[src/rtl/kbc_pkg.sv]
package kbc_pkg;
  localparam int FW_AW = 16;
  localparam int FW_DW = 8;

  localparam logic [FW_AW-1:0] A_ODATA = 16'h7FF1;
  localparam logic [FW_AW-1:0] A_STAT  = 16'h7FF2;
  localparam logic [FW_AW-1:0] A_CFG   = 16'h7FF4;
  localparam logic [FW_AW-1:0] A_AUXD  = 16'h7FFA;
  localparam logic [FW_AW-1:0] A_LATCH = 16'h7FFD;
  localparam logic [FW_AW-1:0] A_A20LO = 16'h7FFE;
  localparam logic [FW_AW-1:0] A_A20HI = 16'h7FFF;

  localparam int B_AUXH  = 7;
  localparam int B_IRQEN = 5;
  localparam int B_LATCH = 2;
  localparam int B_FWA20 = 1;

  localparam int S_PCOBF  = 0;
  localparam int S_AUXOBF = 5;

  localparam logic [FW_DW-1:0] CFG_WMASK = 8'hAF;

  typedef enum logic [2:0] {
    T_NONE, T_CFG, T_STAT, T_ODATA, T_AUXD, T_LATCH, T_A20LO, T_A20HI
  } fw_tgt_e;

  function automatic fw_tgt_e decode(input logic [FW_AW-1:0] a);
    case (a)
      A_CFG:   return T_CFG;
      A_STAT:  return T_STAT;
      A_ODATA: return T_ODATA;
      A_AUXD:  return T_AUXD;
      A_LATCH: return T_LATCH;
      A_A20LO: return T_A20LO;
      A_A20HI: return T_A20HI;
      default: return T_NONE;
    endcase
  endfunction

  function automatic logic [FW_DW-1:0] cfg_keep(input logic [FW_DW-1:0] d);
    return d & CFG_WMASK;
  endfunction

  function automatic logic [FW_DW-1:0] stat_byte(input logic pc, input logic aux);
    logic [FW_DW-1:0] s;
    s = '0;
    s[S_PCOBF]  = pc;
    s[S_AUXOBF] = aux;
    return s;
  endfunction

  function automatic logic irq_of(input logic en, input logic flag);
    return en & flag;
  endfunction
endpackage

[src/rtl/kbc_cfg_reg.sv]
module kbc_cfg_reg
  import kbc_pkg::*;
(
  input  logic             clk,
  input  logic             rst_n,
  input  logic             wr_en,
  input  logic [FW_DW-1:0] wdata,
  output logic [FW_DW-1:0] cfg_q
);
  always_ff @(posedge clk) begin
    if (!rst_n)     cfg_q <= '0;
    else if (wr_en) cfg_q <= cfg_keep(wdata);
  end
endmodule

[src/rtl/kbc_obf_flags.sv]
module kbc_obf_flags
  import kbc_pkg::*;
(
  input  logic             clk,
  input  logic             rst_n,
  input  logic             from_latch,
  input  logic             aux_hw,
  input  logic             odata_wr,
  input  logic             auxd_wr,
  input  logic             stat_wr,
  input  logic             latch_wr,
  input  logic [FW_DW-1:0] wdata,
  input  logic             host_rd,
  output logic             pc_obf,
  output logic             aux_obf,
  output logic [FW_DW-1:0] odata_q
);
  logic pc_hw_q, pc_latch_q, aux_q;

  always_ff @(posedge clk) begin
    if (!rst_n)        pc_hw_q <= 1'b0;
    else if (odata_wr) pc_hw_q <= 1'b1;
    else if (host_rd)  pc_hw_q <= 1'b0;
  end

  always_ff @(posedge clk) begin
    if (!rst_n)        pc_latch_q <= 1'b0;
    else if (latch_wr) pc_latch_q <= wdata[0];
  end

  always_ff @(posedge clk) begin
    if (!rst_n) aux_q <= 1'b0;
    else if (aux_hw) begin
      if (auxd_wr)      aux_q <= 1'b1;
      else if (host_rd) aux_q <= 1'b0;
    end else if (stat_wr) begin
      aux_q <= wdata[S_AUXOBF];
    end
  end

  always_ff @(posedge clk) begin
    if (!rst_n)                    odata_q <= '0;
    else if (odata_wr || auxd_wr)  odata_q <= wdata;
  end

  assign pc_obf  = from_latch ? pc_latch_q : pc_hw_q;
  assign aux_obf = aux_q;
endmodule

[src/rtl/kbc_irq_gate.sv]
module kbc_irq_gate
  import kbc_pkg::*;
#(
  parameter int N = 2
) (
  input  logic         clk,
  input  logic         rst_n,
  input  logic         en,
  input  logic [N-1:0] flag,
  output logic [N-1:0] irq
);
  for (genvar i = 0; i < N; i++) begin : g_line
    always_ff @(posedge clk) begin
      if (!rst_n) irq[i] <= 1'b0;
      else        irq[i] <= irq_of(en, flag[i]);
    end
  end
endmodule

[src/rtl/kbc_a20_arb.sv]
module kbc_a20_arb (
  input  logic clk,
  input  logic rst_n,
  input  logic fw_only,
  input  logic fw_lo,
  input  logic fw_hi,
  input  logic host_cmd,
  input  logic host_val,
  output logic gate
);
  always_ff @(posedge clk) begin
    if (!rst_n)                     gate <= 1'b0;
    else if (fw_hi)                 gate <= 1'b1;
    else if (fw_lo)                 gate <= 1'b0;
    else if (host_cmd && !fw_only)  gate <= host_val;
  end
endmodule

[src/rtl/kbc_obf_irq.sv]
module kbc_obf_irq
  import kbc_pkg::*;
(
  input  logic             clk,
  input  logic             rst_n,
  input  logic             fw_we,
  input  logic [FW_AW-1:0] fw_addr,
  input  logic [FW_DW-1:0] fw_wdata,
  output logic [FW_DW-1:0] fw_rdata,
  input  logic             host_rd_data,
  input  logic             host_a20_cmd,
  input  logic             host_a20_val,
  output logic [FW_DW-1:0] host_odata,
  output logic             pc_obf,
  output logic             aux_obf,
  output logic             kirq,
  output logic             mirq,
  output logic             gate_a20
);
  localparam int N_IRQ = 2;

  fw_tgt_e          wr_tgt;
  logic [FW_DW-1:0] cfg_q;
  logic             cfg_wr, stat_wr, odata_wr, auxd_wr, latch_wr;
  logic             a20_fw_lo, a20_fw_hi;
  logic [N_IRQ-1:0] irq_v;

  assign wr_tgt    = fw_we ? decode(fw_addr) : T_NONE;
  assign cfg_wr    = (wr_tgt == T_CFG);
  assign stat_wr   = (wr_tgt == T_STAT);
  assign odata_wr  = (wr_tgt == T_ODATA);
  assign auxd_wr   = (wr_tgt == T_AUXD);
  assign latch_wr  = (wr_tgt == T_LATCH);
  assign a20_fw_lo = (wr_tgt == T_A20LO);
  assign a20_fw_hi = (wr_tgt == T_A20HI);

  kbc_cfg_reg u_cfg (
    .clk(clk), .rst_n(rst_n), .wr_en(cfg_wr), .wdata(fw_wdata), .cfg_q(cfg_q)
  );

  kbc_obf_flags u_flags (
    .clk(clk), .rst_n(rst_n),
    .from_latch(cfg_q[B_LATCH]), .aux_hw(cfg_q[B_AUXH]),
    .odata_wr(odata_wr), .auxd_wr(auxd_wr), .stat_wr(stat_wr), .latch_wr(latch_wr),
    .wdata(fw_wdata), .host_rd(host_rd_data),
    .pc_obf(pc_obf), .aux_obf(aux_obf), .odata_q(host_odata)
  );

  kbc_irq_gate #(.N(N_IRQ)) u_irq (
    .clk(clk), .rst_n(rst_n), .en(cfg_q[B_IRQEN]),
    .flag({aux_obf, pc_obf}), .irq(irq_v)
  );
  assign kirq = irq_v[0];
  assign mirq = irq_v[1];

  kbc_a20_arb u_a20 (
    .clk(clk), .rst_n(rst_n), .fw_only(cfg_q[B_FWA20]),
    .fw_lo(a20_fw_lo), .fw_hi(a20_fw_hi),
    .host_cmd(host_a20_cmd), .host_val(host_a20_val), .gate(gate_a20)
  );

  always_comb begin
    case (decode(fw_addr))
      T_CFG:   fw_rdata = cfg_q;
      T_STAT:  fw_rdata = stat_byte(pc_obf, aux_obf);
      T_ODATA: fw_rdata = host_odata;
      default: fw_rdata = '0;
    endcase
  end
endmodule

[config.mk]
export PLATFORM = sky130hd
export DESIGN_NAME = kbc_obf_irq
export DESIGN_NICKNAME = d
export VERILOG_FILES = /design/src/rtl/kbc_pkg.sv /design/src/rtl/kbc_cfg_reg.sv /design/src/rtl/kbc_obf_flags.sv /design/src/rtl/kbc_irq_gate.sv /design/src/rtl/kbc_a20_arb.sv /design/src/rtl/kbc_obf_irq.sv
export SDC_FILE = /design/constraint.sdc
export NUM_CORES = 1
export LEC_CHECK = 0
export BUFFER_PORTS_ARGS = -buffer_cell sky130_fd_sc_hd__buf_4
export CAP_MARGIN = 20
export CORE_UTILIZATION = 32
export DETAILED_ROUTE_END_ITERATION = 7
export PLACE_DENSITY = 0.69
export SYNTH_ARGS = -nofsm -noshare
export SYNTH_HDL_FRONTEND = slang
export SYNTH_SLANG_ARGS = --single-unit
export TNS_END_PERCENT = 1
[constraint.sdc]
create_clock -name clk -period 1.3 [get_ports clk]
set_input_delay 0.065 -clock clk [delete_from_list [all_inputs] [get_ports clk]]
set_output_delay 0.065 -clock clk [all_outputs]
set_load 0.05 [all_outputs]
Word level (Yosys, flattened, before mapping)

Index checks and enable logic that the tools add are counted.

Mux-type cells: 12
Reduce and logical (&&, ||, !) cells: 7
Bitwise logic cells: 2
Eq/ne operators: 18

Operator list:

| operator                                        | number |
|---|---|
| == test 16 x 15 -> 1 bit, second input constant | 7 |
| one-hot mux 8 bit (3 select lines)              | 1 |
| one-hot mux 3 bit (7 select lines)              | 1 |
| == test 3 x 2 -> 1 bit, second input constant   | 4 |
| == test 3 bit, second input constant            | 4 |
| two-way mux 1 bit                               | 9 |
| == test 3 x 1 -> 1 bit, second input constant   | 2 |
| nonzero test 2 bit                              | 2 |
| two-way mux 3 bit                               | 1 |
| != test 3 x 2 -> 1 bit, second input constant   | 1 |
| nonzero test 3 bit                              | 1 |
| AND 1 bit                                       | 2 |
| AND reduction 2 bit                             | 1 |
| logical AND 1 bit                               | 1 |
| zero test 1 bit                                 | 1 |
| logical OR 1 bit                                | 1 |

Output and inout port bits: 21
Register bits after elaboration: 20
Logic and storage cells: 47

Longest topological paths before layout

Depth in word-level cells: 6
Depth in mapped cells: 6
Mapped depth without buffers: 5

Cells and area by module

Synthesis repeated with hierarchy kept, for this count alone.

Cells, all modules: 125
Area total of the unflattened synthesis: 1168.6 um^2

Modules (own cells, without submodules):

| module        | instances | area each (um^2) | cells each | seq. area each (um^2) |
|---|---|---|---|---|
| kbc_obf_flags | 1         | 486.7            | 47         | 220.2 |
| kbc_obf_irq   | 1         | 322.8            | 47         | 0.0 |
| kbc_cfg_reg   | 1         | 247.7            | 22         | 120.1 |
| kbc_a20_arb   | 1         | 58.8             | 5          | 20.0 |
| kbc_irq_gate  | 1         | 52.6             | 4          | 40.0 |

Worst setup path after synthesis

Ideal clock, no wire load.

Path kind: register -> output
Start: register u_cfg.cfg_q[2]
End: output fw_rdata[0]
Arrival time: 1559 ps
Cell stages (with the launch flop): 4
Slack: -324 ps
Data required time: 1235 ps
Buffers on the path: 0
Path through: dfxtp_1 > mux2_2 > mux2i_1 > o21ai_1

Word-level cells in the longest chain between the ends: 2

Ends and longest elaborated chain:

| item                               | RTL line            | RTL |
|---|---|---|
| from (decl)                        | kbc_cfg_reg.sv:8    | `output logic [FW_DW-1:0] cfg_q` |
| from (signal assigned)             | kbc_cfg_reg.sv:12   | `else if (wr_en) cfg_q <= cfg_keep(wdata);` |
| two-way mux 1 bit                  | kbc_obf_flags.sv:46 | `assign pc_obf = from_latch ? pc_latch_q : pc_hw_q;` |
| via pc_obf                         | kbc_obf_irq.sv:14   | `output logic pc_obf,` |
| one-hot mux 8 bit (3 select lines) | kbc_obf_irq.sv:63   | `case (decode(fw_addr))` |
| to (decl)                          | kbc_obf_irq.sv:9    | `output logic [FW_DW-1:0] fw_rdata,` |

The timed path passes the listed nets, and every way through them passes these cells.

Worst setup path in the final report

Start: register u_cfg.cfg_q[2]
End: output fw_rdata[0]

Word-level cells in the longest chain between the ends: 2

Ends and longest elaborated chain:

| item                               | RTL line |
|---|---|
| two-way mux 1 bit                  | kbc_obf_flags.sv:46 |
| one-hot mux 8 bit (3 select lines) | kbc_obf_irq.sv:63 |

No other way between the ends.

==> impl_metrics.tcl <==
set metrics [dict create \
    synth_top_area_cell "dfxtp_1" \
    overflow 0 \
    hold_path.class "in -> reg" \
    grt_pass1_wl_mm 4.74 \
    peakVddDrop_v 0.000691 \
    preCtsSetupSlack_ns -0.244 \
    drv_slew 0 \
    start_util_pct 33.6 \
    ys.flop_type "dfxtp_1" \
    arrival_ns 1.37 \
    synthSimpleGateAreaFrac_pct 34.6 \
    netlist_area_um2 1120 \
    synth.area.top_cells "dfxtp_1 36%, mux2i_1 18%, nor2b_1 9.5%" \
    total_power_w 0.00132 \
    route.detailed.drc 0 \
    antenna_left 0 \
    cts_max_level 1 \
    critical_path_required_ns 1.24 \
    synth_seq_area_share_pct 35.8 \
    routedWlPerCell_um 12.8 \
    powerDensity_nw_per_um2 705 \
    antenna_found_initial 0 \
    fin_util_pct 56.0 \
    syn_to_final_growth_pct 66.9 \
    worstMarginPinSlew_ns 0.391 \
    synth_top_cell_area_share_pct 35.8 \
    skew_ns 0.00681 \
    drtIter0Drc 40 \
    synth_area_per_cell_um2 10.0 \
    io_pins 51 \
    power.leakage_nw 0.940 \
    synth_top_family_by_area "simple AND/OR/NAND/NOR gates" \
    synth_warnings 0 \
    row_count 21 \
    portBuffers 50 \
    synth_compound_area_share_pct 7.60 \
    clock_path_buffers 2 \
    dieArea_um2 3740 \
    place.gp.congestion 0.854 \
    die_width_um 61.2 \
    endpoint_kind "output port" \
    dp_hpwl_mm 2.30 \
    hold_viol_final 0 \
    clk_latency_ns 0.30 \
    synthArstFlopShare_pct 0 \
    grt.total_usage_pct 17.3 \
    cts-buffers-inserted 3 \
    core_area_um2 3340 \
    synth_xor_area_share_pct 0.782 \
    final.setup.tns_ns -0.298 \
    syn_inst 112 \
    worst_slack_ns -0.131 \
    status "complete, but fails checks" \
    cts.sinks 20 \
    critPathMaxFanout 2 \
    drtPass1Iterations 4 \
    rsz0062_at_grt "yes" \
    crit_path_start_kind "flop" \
    die_h_um 61.2 \
    synth_nets 142 \
    relSlewSlack_pct 73.7 \
    layout-drive-gt1-share_pct 50.5 \
    vias_per_cell 4.83 \
    synth_mux_area_share_pct 18.9 \
    cts_tree "yes" \
    fin_crit_ns 1.43 \
    worstSetupPathType "reg -> out" \
    final_nets 213 \
    root_buffer "clkbuf_4" \
    max_cap_viol_count 0 \
    num_antenna_cells 0 \
    post-route-period-util_pct 110 \
    setup_viol 7 \
    yosys_register_bits 20 \
    synth.distinct_cells 32 \
    yosys.area_share.adder_pct 0 \
    first_global_vias 1066 \
    drt_wl_total_mm 2.92 \
    fmax_mhz 699 \
    violations "setup timing" \
    vias 1101 \
    grt_max_degree 21 \
    synth-edff-count 0 \
    clkTransAtPathRegs_ns 0.12 \
]
[final cells by class]
| cell class | count | area [um^2] |
|---|---|---|
| Fill cell | 294 | 1470 |
| Inverter | 1 | 3.75 |
| Timing Repair Buffer | 71 | 604 |
| Sequential cell | 20 | 402 |
| Multi-Input combinational cell | 86 | 749 |
| Clock buffer | 3 | 22.5 |
| Clock inverter | 1 | 30.0 |
| Tap cell | 46 | 57.6 |
[state kept, by name (all words and copies together), names as in the netlist]
signal,cells
u_cfg.cfg_q,6
u_a20.gate,1
u_flags.odata_q,8
u_irq.irq,2
u_flags.pc_hw_q,1
u_flags.pc_latch_q,1
u_flags.aux_obf,1
[stage by stage]
stage	instance area, um^2	hold slack [ns]	cells
floorplan	1130	0.231	112
global placement	1700	0.324	222
detailed placement	1700	0.337	222
CTS	1850	0.00494	228
global route	1870	0.0171	228
finish	1870	0.0158	228
[path summary, 6_finish.rpt]
kind | start | end | slack (ns) | cells after the start
max reg2reg | u_cfg.cfg_q[7] | u_flags.aux_obf | 0.14 | 3
min | fw_wdata[6] | u_flags.odata_q[6] | 0.02 | 3
min reg2reg | u_cfg.cfg_q[5] | u_irq.irq[0] | 0.52 | 1
max | u_cfg.cfg_q[2] | fw_rdata[0] | -0.13 | 4
[layer usage]
layer | share of wire [%] | global-route usage [%]
met1 | 40 | 21.0
met2 | 53 | 29.8
met3 | 5.7 | 4.62
met4 | 0.86 | 5.19
met5 | 0 | 0
[critical path, cell delays in order (launching register included)]
cell and delay, ns:
dfxtp_2 0.35, mux2_4 0.31, mux2i_4 0.17, o21ai_4 0.07, buf_6 0.15
[power by group]
group	switching [W]	total, W	internal, W	leakage, nW
clock	0.000197	0.000508	0.000312	0.0279
sequential	0.00000119	0.000616	0.000614	0.162
combinational	0.0000803	0.000194	0.000113	0.750
[placed cells by master (no fill, tap or decap), drive strengths merged]
master / Yosys / routed
a21boi: 1 / 1
mux2: 1 / 1
dlygate4sd3: 0 / 1
nand4b: 2 / 2
a32oi: 1 / 1
and2: 3 / 3
nand2b: 3 / 3
xnor2: 1 / 1
o31ai: 1 / 1
dfxtp: 20 / 20
clkbuf: 2 / 3
a2111oi: 1 / 1
nand2: 9 / 9
nand3: 3 / 3
inv: 1 / 1
o21ai: 2 / 2
nor4: 3 / 3
mux2i: 20 / 20
and3: 2 / 2
nand4: 3 / 3
a22o: 4 / 4
nor2b: 17 / 17
bufinv: 0 / 1
and4b: 1 / 1
o21a: 1 / 1
nor4b: 2 / 2
nor2: 4 / 4
nor3: 1 / 1
buf: 3 / 70
[synth_stat cells (2+ instances only)]
library cell	n
buf_2	3
dfxtp_1	20
nand2b_1	3
nor2b_1	17
clkbuf_1	2
nand2_1	8
and3_1	2
nor2_1	4
nand4_1	2
nand4b_4	2
o21ai_1	2
nand3_1	3
a22o_1	4
mux2i_1	20
and2_1	3
[cells by family (layout without fill, tap and decap cells)]
group,count (synthesis),in the layout
multiplexers,21,21
flip-flops,20,20
buffers and inverters,6,76
AND/OR/NAND/NOR,53,53
AO/OA/AOI/OAI,11,11
XOR/XNOR,1,1
[what timing repair did]
action                                 4_1_cts  5_1_grt
setup buffers                                1        0
hold buffers                                 1        0
resized for setup                           20        6
pin swaps                                    4        3
setup endpoints to repair                    9        9
endpoints found under the hold margin        1        0
Power figures use the tool's default switching activity.
